[src/rtl/addsub_pkg.sv]
package addsub_pkg;

   typedef enum logic [1:0] {
      OP_ADD = 2'b00,
      OP_ADC = 2'b01,
      OP_SUB = 2'b10,
      OP_SBC = 2'b11
   } addsub_op_e;

   typedef struct packed {
      logic n;
      logic z;
      logic c;
      logic v;
   } nzcv_t;

   localparam int unsigned NZCV_W = 4;

endpackage

[src/rtl/addsub_opnd_prep.sv]
module addsub_opnd_prep
   import addsub_pkg::*;
#(
   parameter int unsigned WIDTH = 32
) (
   input  logic [WIDTH-1:0] in_a,
   input  logic [WIDTH-1:0] in_b,
   input  logic [1:0]       op_sel,
   input  logic             swap_ops,
   input  logic             carry_st,
   output logic [WIDTH-1:0] eff_a,
   output logic [WIDTH-1:0] eff_b,
   output logic             cin,
   output logic             is_sub
);

   logic [WIDTH-1:0] pick_a;
   logic [WIDTH-1:0] pick_b;

   always_comb begin
      pick_a = swap_ops ? in_b : in_a;
      pick_b = swap_ops ? in_a : in_b;
      is_sub = op_sel[1];
      eff_a  = pick_a;
      eff_b  = is_sub ? ~pick_b : pick_b;
      unique case (addsub_op_e'(op_sel))
         OP_ADD:  cin = 1'b0;
         OP_ADC:  cin = carry_st;
         OP_SUB:  cin = 1'b1;
         OP_SBC:  cin = carry_st;
         default: cin = 1'b0;
      endcase
   end

endmodule

[src/rtl/addsub_adder.sv]
module addsub_adder #(
   parameter int unsigned WIDTH  = 32,
   parameter bit          RIPPLE = 1'b0
) (
   input  logic [WIDTH-1:0] x,
   input  logic [WIDTH-1:0] y,
   input  logic             cin,
   output logic [WIDTH-1:0] sum,
   output logic             cout
);

   generate
      if (RIPPLE) begin : g_ripple
         logic [WIDTH:0] chain;
         assign chain[0] = cin;
         for (genvar i = 0; i < WIDTH; i++) begin : g_bit
            assign sum[i]     = x[i] ^ y[i] ^ chain[i];
            assign chain[i+1] = (x[i] & y[i]) | (chain[i] & (x[i] ^ y[i]));
         end
         assign cout = chain[WIDTH];
      end else begin : g_flat
         logic [WIDTH:0] wide;
         assign wide = {1'b0, x} + {1'b0, y} + {{WIDTH{1'b0}}, cin};
         assign sum  = wide[WIDTH-1:0];
         assign cout = wide[WIDTH];
      end
   endgenerate

endmodule

[src/rtl/addsub_flag_reg.sv]
module addsub_flag_reg
   import addsub_pkg::*;
#(
   parameter logic [NZCV_W-1:0] RESET_VAL = '0
) (
   input  logic  clk,
   input  logic  rst_n,
   input  logic  load,
   input  nzcv_t next_flags,
   output nzcv_t flags
);

   always_ff @(posedge clk or negedge rst_n) begin
      if (!rst_n) begin
         flags <= nzcv_t'(RESET_VAL);
      end else if (load) begin
         flags <= next_flags;
      end
   end

endmodule

[src/rtl/flagged_addsub.sv]
module flagged_addsub
   import addsub_pkg::*;
#(
   parameter int unsigned WIDTH  = 32,
   parameter bit          RIPPLE = 1'b0
) (
   input  logic             clk,
   input  logic             rst_n,
   input  logic [WIDTH-1:0] opnd_a,
   input  logic [WIDTH-1:0] opnd_b,
   input  logic [1:0]       op_sel,
   input  logic             swap_ops,
   input  logic             flag_we,
   output logic [WIDTH-1:0] result,
   output logic [3:0]       flags_q
);

   localparam int unsigned MSB = WIDTH - 1;

   generate
      if (WIDTH < 2) begin : g_bad_width
         $error("flagged_addsub: WIDTH must be at least 2");
      end
   endgenerate

   logic [WIDTH-1:0] eff_a;
   logic [WIDTH-1:0] eff_b;
   logic             cin;
   logic             is_sub;
   logic [WIDTH-1:0] sum;
   logic             cout;
   nzcv_t            cur;
   nzcv_t            nxt;

   addsub_opnd_prep #(.WIDTH(WIDTH)) u_prep (
      .in_a     (opnd_a),
      .in_b     (opnd_b),
      .op_sel   (op_sel),
      .swap_ops (swap_ops),
      .carry_st (cur.c),
      .eff_a    (eff_a),
      .eff_b    (eff_b),
      .cin      (cin),
      .is_sub   (is_sub)
   );

   addsub_adder #(.WIDTH(WIDTH), .RIPPLE(RIPPLE)) u_add (
      .x    (eff_a),
      .y    (eff_b),
      .cin  (cin),
      .sum  (sum),
      .cout (cout)
   );

   // eff_b already carries the inversion for subtraction, so one
   // same-sign-in / different-sign-out test covers both directions.
   always_comb begin
      nxt.n = sum[MSB];
      nxt.z = (sum == '0);
      nxt.c = cout;
      nxt.v = (eff_a[MSB] == eff_b[MSB]) && (sum[MSB] != eff_a[MSB]);
   end

   addsub_flag_reg #(.RESET_VAL('0)) u_flags (
      .clk        (clk),
      .rst_n      (rst_n),
      .load       (flag_we),
      .next_flags (nxt),
      .flags      (cur)
   );

   assign result  = sum;
   assign flags_q = cur;

endmodule

[config.mk]
export PLATFORM = sky130hd
export DESIGN_NAME = flagged_addsub
export DESIGN_NICKNAME = d
export VERILOG_FILES = /design/src/rtl/addsub_pkg.sv /design/src/rtl/addsub_opnd_prep.sv /design/src/rtl/addsub_adder.sv /design/src/rtl/addsub_flag_reg.sv /design/src/rtl/flagged_addsub.sv
export SDC_FILE = /design/constraint.sdc
export NUM_CORES = 1
export LEC_CHECK = 0
export BUFFER_PORTS_ARGS = -buffer_cell sky130_fd_sc_hd__buf_2
export CORE_MARGIN = 5
export CORE_UTILIZATION = 35
export CTS_CLUSTER_DIAMETER = 150
export DETAILED_ROUTE_END_ITERATION = 6
export PLACE_DENSITY = 0.65
export SETUP_SLACK_MARGIN = 0.05
export SLEW_MARGIN = 20
export SYNTH_ARGS = -nofsm -noshare
export SYNTH_HDL_FRONTEND = slang
export SYNTH_SLANG_ARGS = --single-unit
[constraint.sdc]
create_clock -name clk -period 13.4 [get_ports clk]
set_clock_uncertainty 0.15 [all_clocks]
set_input_delay 3.35 -clock clk [delete_from_list [all_inputs] [get_ports clk]]
set_output_delay 3.35 -clock clk [all_outputs]
set_load 0.005 [all_outputs]
## Word-level counts from Yosys, hierarchy flattened

Index checks and enable logic that the tools add are counted.

- Register bits: 4
- Word-level logic and storage cells: 20
- Bits of input ports: 70

- Reductions and logical operators: 4
- Bitwise gates (word level): 1
- Equality and inequality tests: 5
- Add/subtract/negate cells: 2
- Mux-type cells: 4

Operators with widths:

| operator | count |
|---|---|
| two-way mux 32 bit | 3 |
| adder 32 x 32 -> 33 bit | 1 |
| adder 33 x 1 -> 33 bit | 1 |
| logical NOT 32 bit | 1 |
| NOT 32 bit | 1 |
| == test 2 bit (second input constant) | 2 |
| case mux 1 bit (3 select lines) | 1 |
| == test 2 x 1 -> 1 bit (second input constant) | 1 |
| logical NOT 2 bit | 1 |
| OR reduction 2 bit | 1 |
| == test 1 bit | 1 |
| logical AND 1 bit | 1 |
| inequality test 1 bit | 1 |

## Depth between registers and ports, before layout

- Depth after elaboration: 7
- Gate-level depth with buffers: 16
- Gate-level depth less buffers: 15

## By module

Synthesis repeated with hierarchy kept, for this count alone.

- Cells, all modules: 391
- Area, all modules: 3179.3 sq um

Modules (own cells, without submodules):

| module | instances | cells an instance | area an instance (sq um) |
|---|---|---|---|
| addsub_adder | 1 | 259 | 1854.3 |
| addsub_opnd_prep | 1 | 109 | 1084.8 |
| addsub_flag_reg | 1 | 8 | 145.1 |
| flagged_addsub | 1 | 15 | 95.1 |

## Least setup slack after synthesis

No wires, ideal clock.

- Path type: in2out
- Start point: input swap_ops
- End point: output result[31]
- Arrival: 6.612 ns
- Path buffers: 4
- Stages: 16
- Setup slack: 3.288 ns
- Path through: clkbuf_1 > buf_1 > mux2i_1 > xnor2_1 > ha_1 > buf_2 > nand2_1 > nor2_1 > o2111ai_2 > nand2_2 > a31oi_1 > o21ai_0 > nand4_1 > a21oi_1 > xor2_1 > buf_4

RTL lines:

| element | RTL line | text |
|---|---|---|
| start: declaration | flagged_addsub.sv:12 | `input logic swap_ops,` |
| end: declaration | flagged_addsub.sv:14 | `output logic [WIDTH-1:0] result,` |

## Final worst setup path

- Start point: input swap_ops
- End point: output result[31]

- Word-level cells in the longest chain between the ends: 5
- Elaborated cells on any way between the ends: 6
- Classes of those cells: 2 x add/sub; 3 x mux; 1 x bitwise

RTL lines:

| element | RTL line | text |
|---|---|---|
| two-way mux 32 bit | addsub_opnd_prep.sv:22 | `pick_b = swap_ops ? in_a : in_b;` |
| NOT 32 bit | addsub_opnd_prep.sv:25 | `eff_b = is_sub ? ~pick_b : pick_b;` |
| two-way mux 32 bit | addsub_opnd_prep.sv:25 |  |
| adder 32 x 32 -> 33 bit (*) | addsub_adder.sv:23 | `assign wide = {1'b0, x} + {1'b0, y} + {{WIDTH{1'b0}}, cin};` |
| adder 33 x 1 -> 33 bit (*) | addsub_adder.sv:23 |  |

Every way passes the cells marked *; elsewhere a longest branch is shown, timed or not.

==> results.tsv <==
metric	value	unit
io_pins	106	
r2r_start	u_flags.flags[1]	
avgSynthCellArea	7.89	um2
path_depth	15	
drive_above_1_share	31.9	%
clock-sinks	4	
hold_path.startpoint	u_flags.flags[3]	
critPathCaptureType	primary output	
required	9900	ps
grt_use_total	15.8	%
wirelength	8860	um
synthFlopType	dfrtp_1	
dieArea	10600	um2
fin_nets	578	
start_util	36.3	%
maxSlewViolCount	0	
antenna_left	0	
die_h	103	um
cts_buffer_depth	2	
htree_levels	1	
cts_tree	yes	
async_flop_share	100	%
post_cts_buffers	0	
clock_latency	220	ps
grt_pass1_wl	13900	um
setup_viol_count_final	0	
rr_worst_depth	14	
rsz0062_at_grt	false	
worst_pin_slew	982	ps
drt-initial-drc-count	162	
clock.fmax	90.4	MHz
p_per_area	96.4	nW/um2
final_util	43.9	%
syn_area	3020	um2
hold_viol	0	
peakVddDrop	0.0470	mV
outcome	finished clean	
n_fill_cell	874	
gp_congestion	0.921	
antenna_found_initial	0	
highest_layer	met4	
syn_inst	382	
whs_endpoint	u_flags.flags[3]	
vias_per_cell	5.49	
fin_crit_sh	82.6	%
grt_remaining_overflow	0	
max_stage_delay	660	ps
hold_path_class	flip-flop to flip-flop	
cts_resized	0	
critPathArrivalTime	7570	ps
drtPass1Iterations	5	
top_regs	u_flags.flags x4	
hpwl	7480	um
rows	33	
grt_max_degree	36	
top_register	u_flags.flags	
critPathMaxFanout	35	
ys_seq_area_share	3.32	%
critical_path.top_delay_family	compound AO/OA/AOI/OAI gates	
antennaDiodeCount	0	
largest_reg_flops	4	
placed_cell_area	3600	um2
slowest_stage	buf_2	
synth.distinct_cells	52	
wl_met2	4060	um
ys_ff_latch	4	
drt-met1-wl	4100	um
io_buffers	105	
start_kind	input port	
grt_pass1_vias	2957	
areaGrowthSynthToFinish	20.7	%
die_w	103	um
cts_hold_buf	0	
worstPathCellList	buf_2, buf_4, mux2i_1, xnor2_1, ha_1, nand2_1, o21ai_0, a22oi_1, nand3_1, a31oi_1, o21ai_0, nand4_1, a21oi_1, xor2_1, buf_2	
period_minus_slack	11070	ps
rrSetupSlack	9500	ps
cp_num_buf_inv	3	
vias	3172	
finalSetupTns	0	ps
relSlewSlack	34.5	%
leakagePower	1.72	nW
holdWs	360	ps
clk_pin_slew_worst_paths	30	ps
ys_warn_count	0	
synth_fp_nets	485	
maxCapViolations	0	
crit_type	input port to primary output	
synth_edf_count	0	
drc	0	
core-area	8300	um2
hold_depth	1	
r2r-end	u_flags.flags[2]	
final_area	3640	um2
wl_met3	492	um
cts_inserted_buffers	3	
root_buffer	clkbuf_8	
routedWlPerCell	15.3	um
[power by group]
| part | leakage, nW | internal (mW) | switching [mW] |
|---|---|---|---|
| registers | 0.0501 | 0.0151 | 0.00161 |
| logic | 1.65 | 0.136 | 0.173 |
| clock network | 0.0216 | 0.0191 | 0.00622 |
| total | 1.72 | 0.170 | 0.181 |
[worst max-delay path by stage]
stage	from	to	slack, ps
floorplan	swap_ops	result[31]	3290
finish	swap_ops	result[31]	2330
global placement	swap_ops	result[31]	2480
CTS	swap_ops	result[31]	2360
global route	swap_ops	result[31]	1890
detailed placement	swap_ops	result[31]	2340
[per-stage QoR]
| step | setup WS (ps) | total power [mW] | std cells |
|---|---|---|---|
| after CTS | 2360 | 0.352 | 578 |
| final | 2330 | 0.351 | 578 |
| after floorplan | 3290 | 0.224 | 382 |
| after global placement | 2480 | 0.322 | 575 |
| after detailed placement | 2340 | 0.324 | 575 |
| after global routing | 1890 | 0.386 | 578 |
[layout by cell type, fill, tap and decap left out, drive strengths merged, types with 3 or more instances in the layout]
cell type and n:
a211oi 6, a21o 12, a21oi 30, a31oi 6, buf 106, clkbuf 3
dfrtp 4, ha 31, inv 10, mux2 32, mux2i 36, nand2 27
nand2b 6, nand3 4, nand4 5, nor2 17, nor2b 5, nor3 5
nor4 3, o211ai 6, o21ai 21, o21bai 4, o22ai 3, xnor2 44
xor2 16
[layout make-up]
class / count / area, um2 / area share [%]
sequential: 4 / 100 / 2.75
timing repair buffer: 106 / 533 / 14.6
multi-input combinational: 350 / 2800 / 76.8
clock buffer: 3 / 41.3 / 1.13
inverter: 10 / 37.5 / 1.03
tap: 105 / 131 / 3.61
[routing by layer]
layer  vias to the layer above  global-route usage [%]
met1                      1468                    22.1
li1                       1595                       -
met2                        88                    26.1
met4                         0                    3.98
met3                        21                    1.49
met5                         -                       0
[synth_stat cells (5+ instances only)]
library cell	n	area (um2)
inv_1	10	37.5
mux2_2	32	360
mux2i_1	36	360
nand4_1	5	31.3
xnor2_1	44	385
nor2_1	17	63.8
a211oi_1	5	37.5
xor2_1	16	140
o211ai_1	6	45.0
nand2b_1	6	37.5
nor3_1	5	25.0
ha_1	31	388
a21o_1	12	90.1
a21oi_1	28	140
a31oi_1	6	37.5
buf_1	9	33.8
nand2_1	26	97.6
nor2b_1	5	31.3
o21ai_0	18	90.1
[logic make-up (layout without fill, tap and decap cells)]
group | Yosys count | in the layout | synth area share [%]
buffers and inverters | 28 | 119 | 3.90
adders and majority gates | 33 | 33 | 14.2
and+or+nand+nor | 86 | 86 | 14.6
muxes | 68 | 68 | 23.9
AOI/OAI and AO/OA | 103 | 103 | 22.7
DFF | 4 | 4 | 3.32
xor gates and xnor gates | 60 | 60 | 17.4
Power figures use the tool's default switching activity.
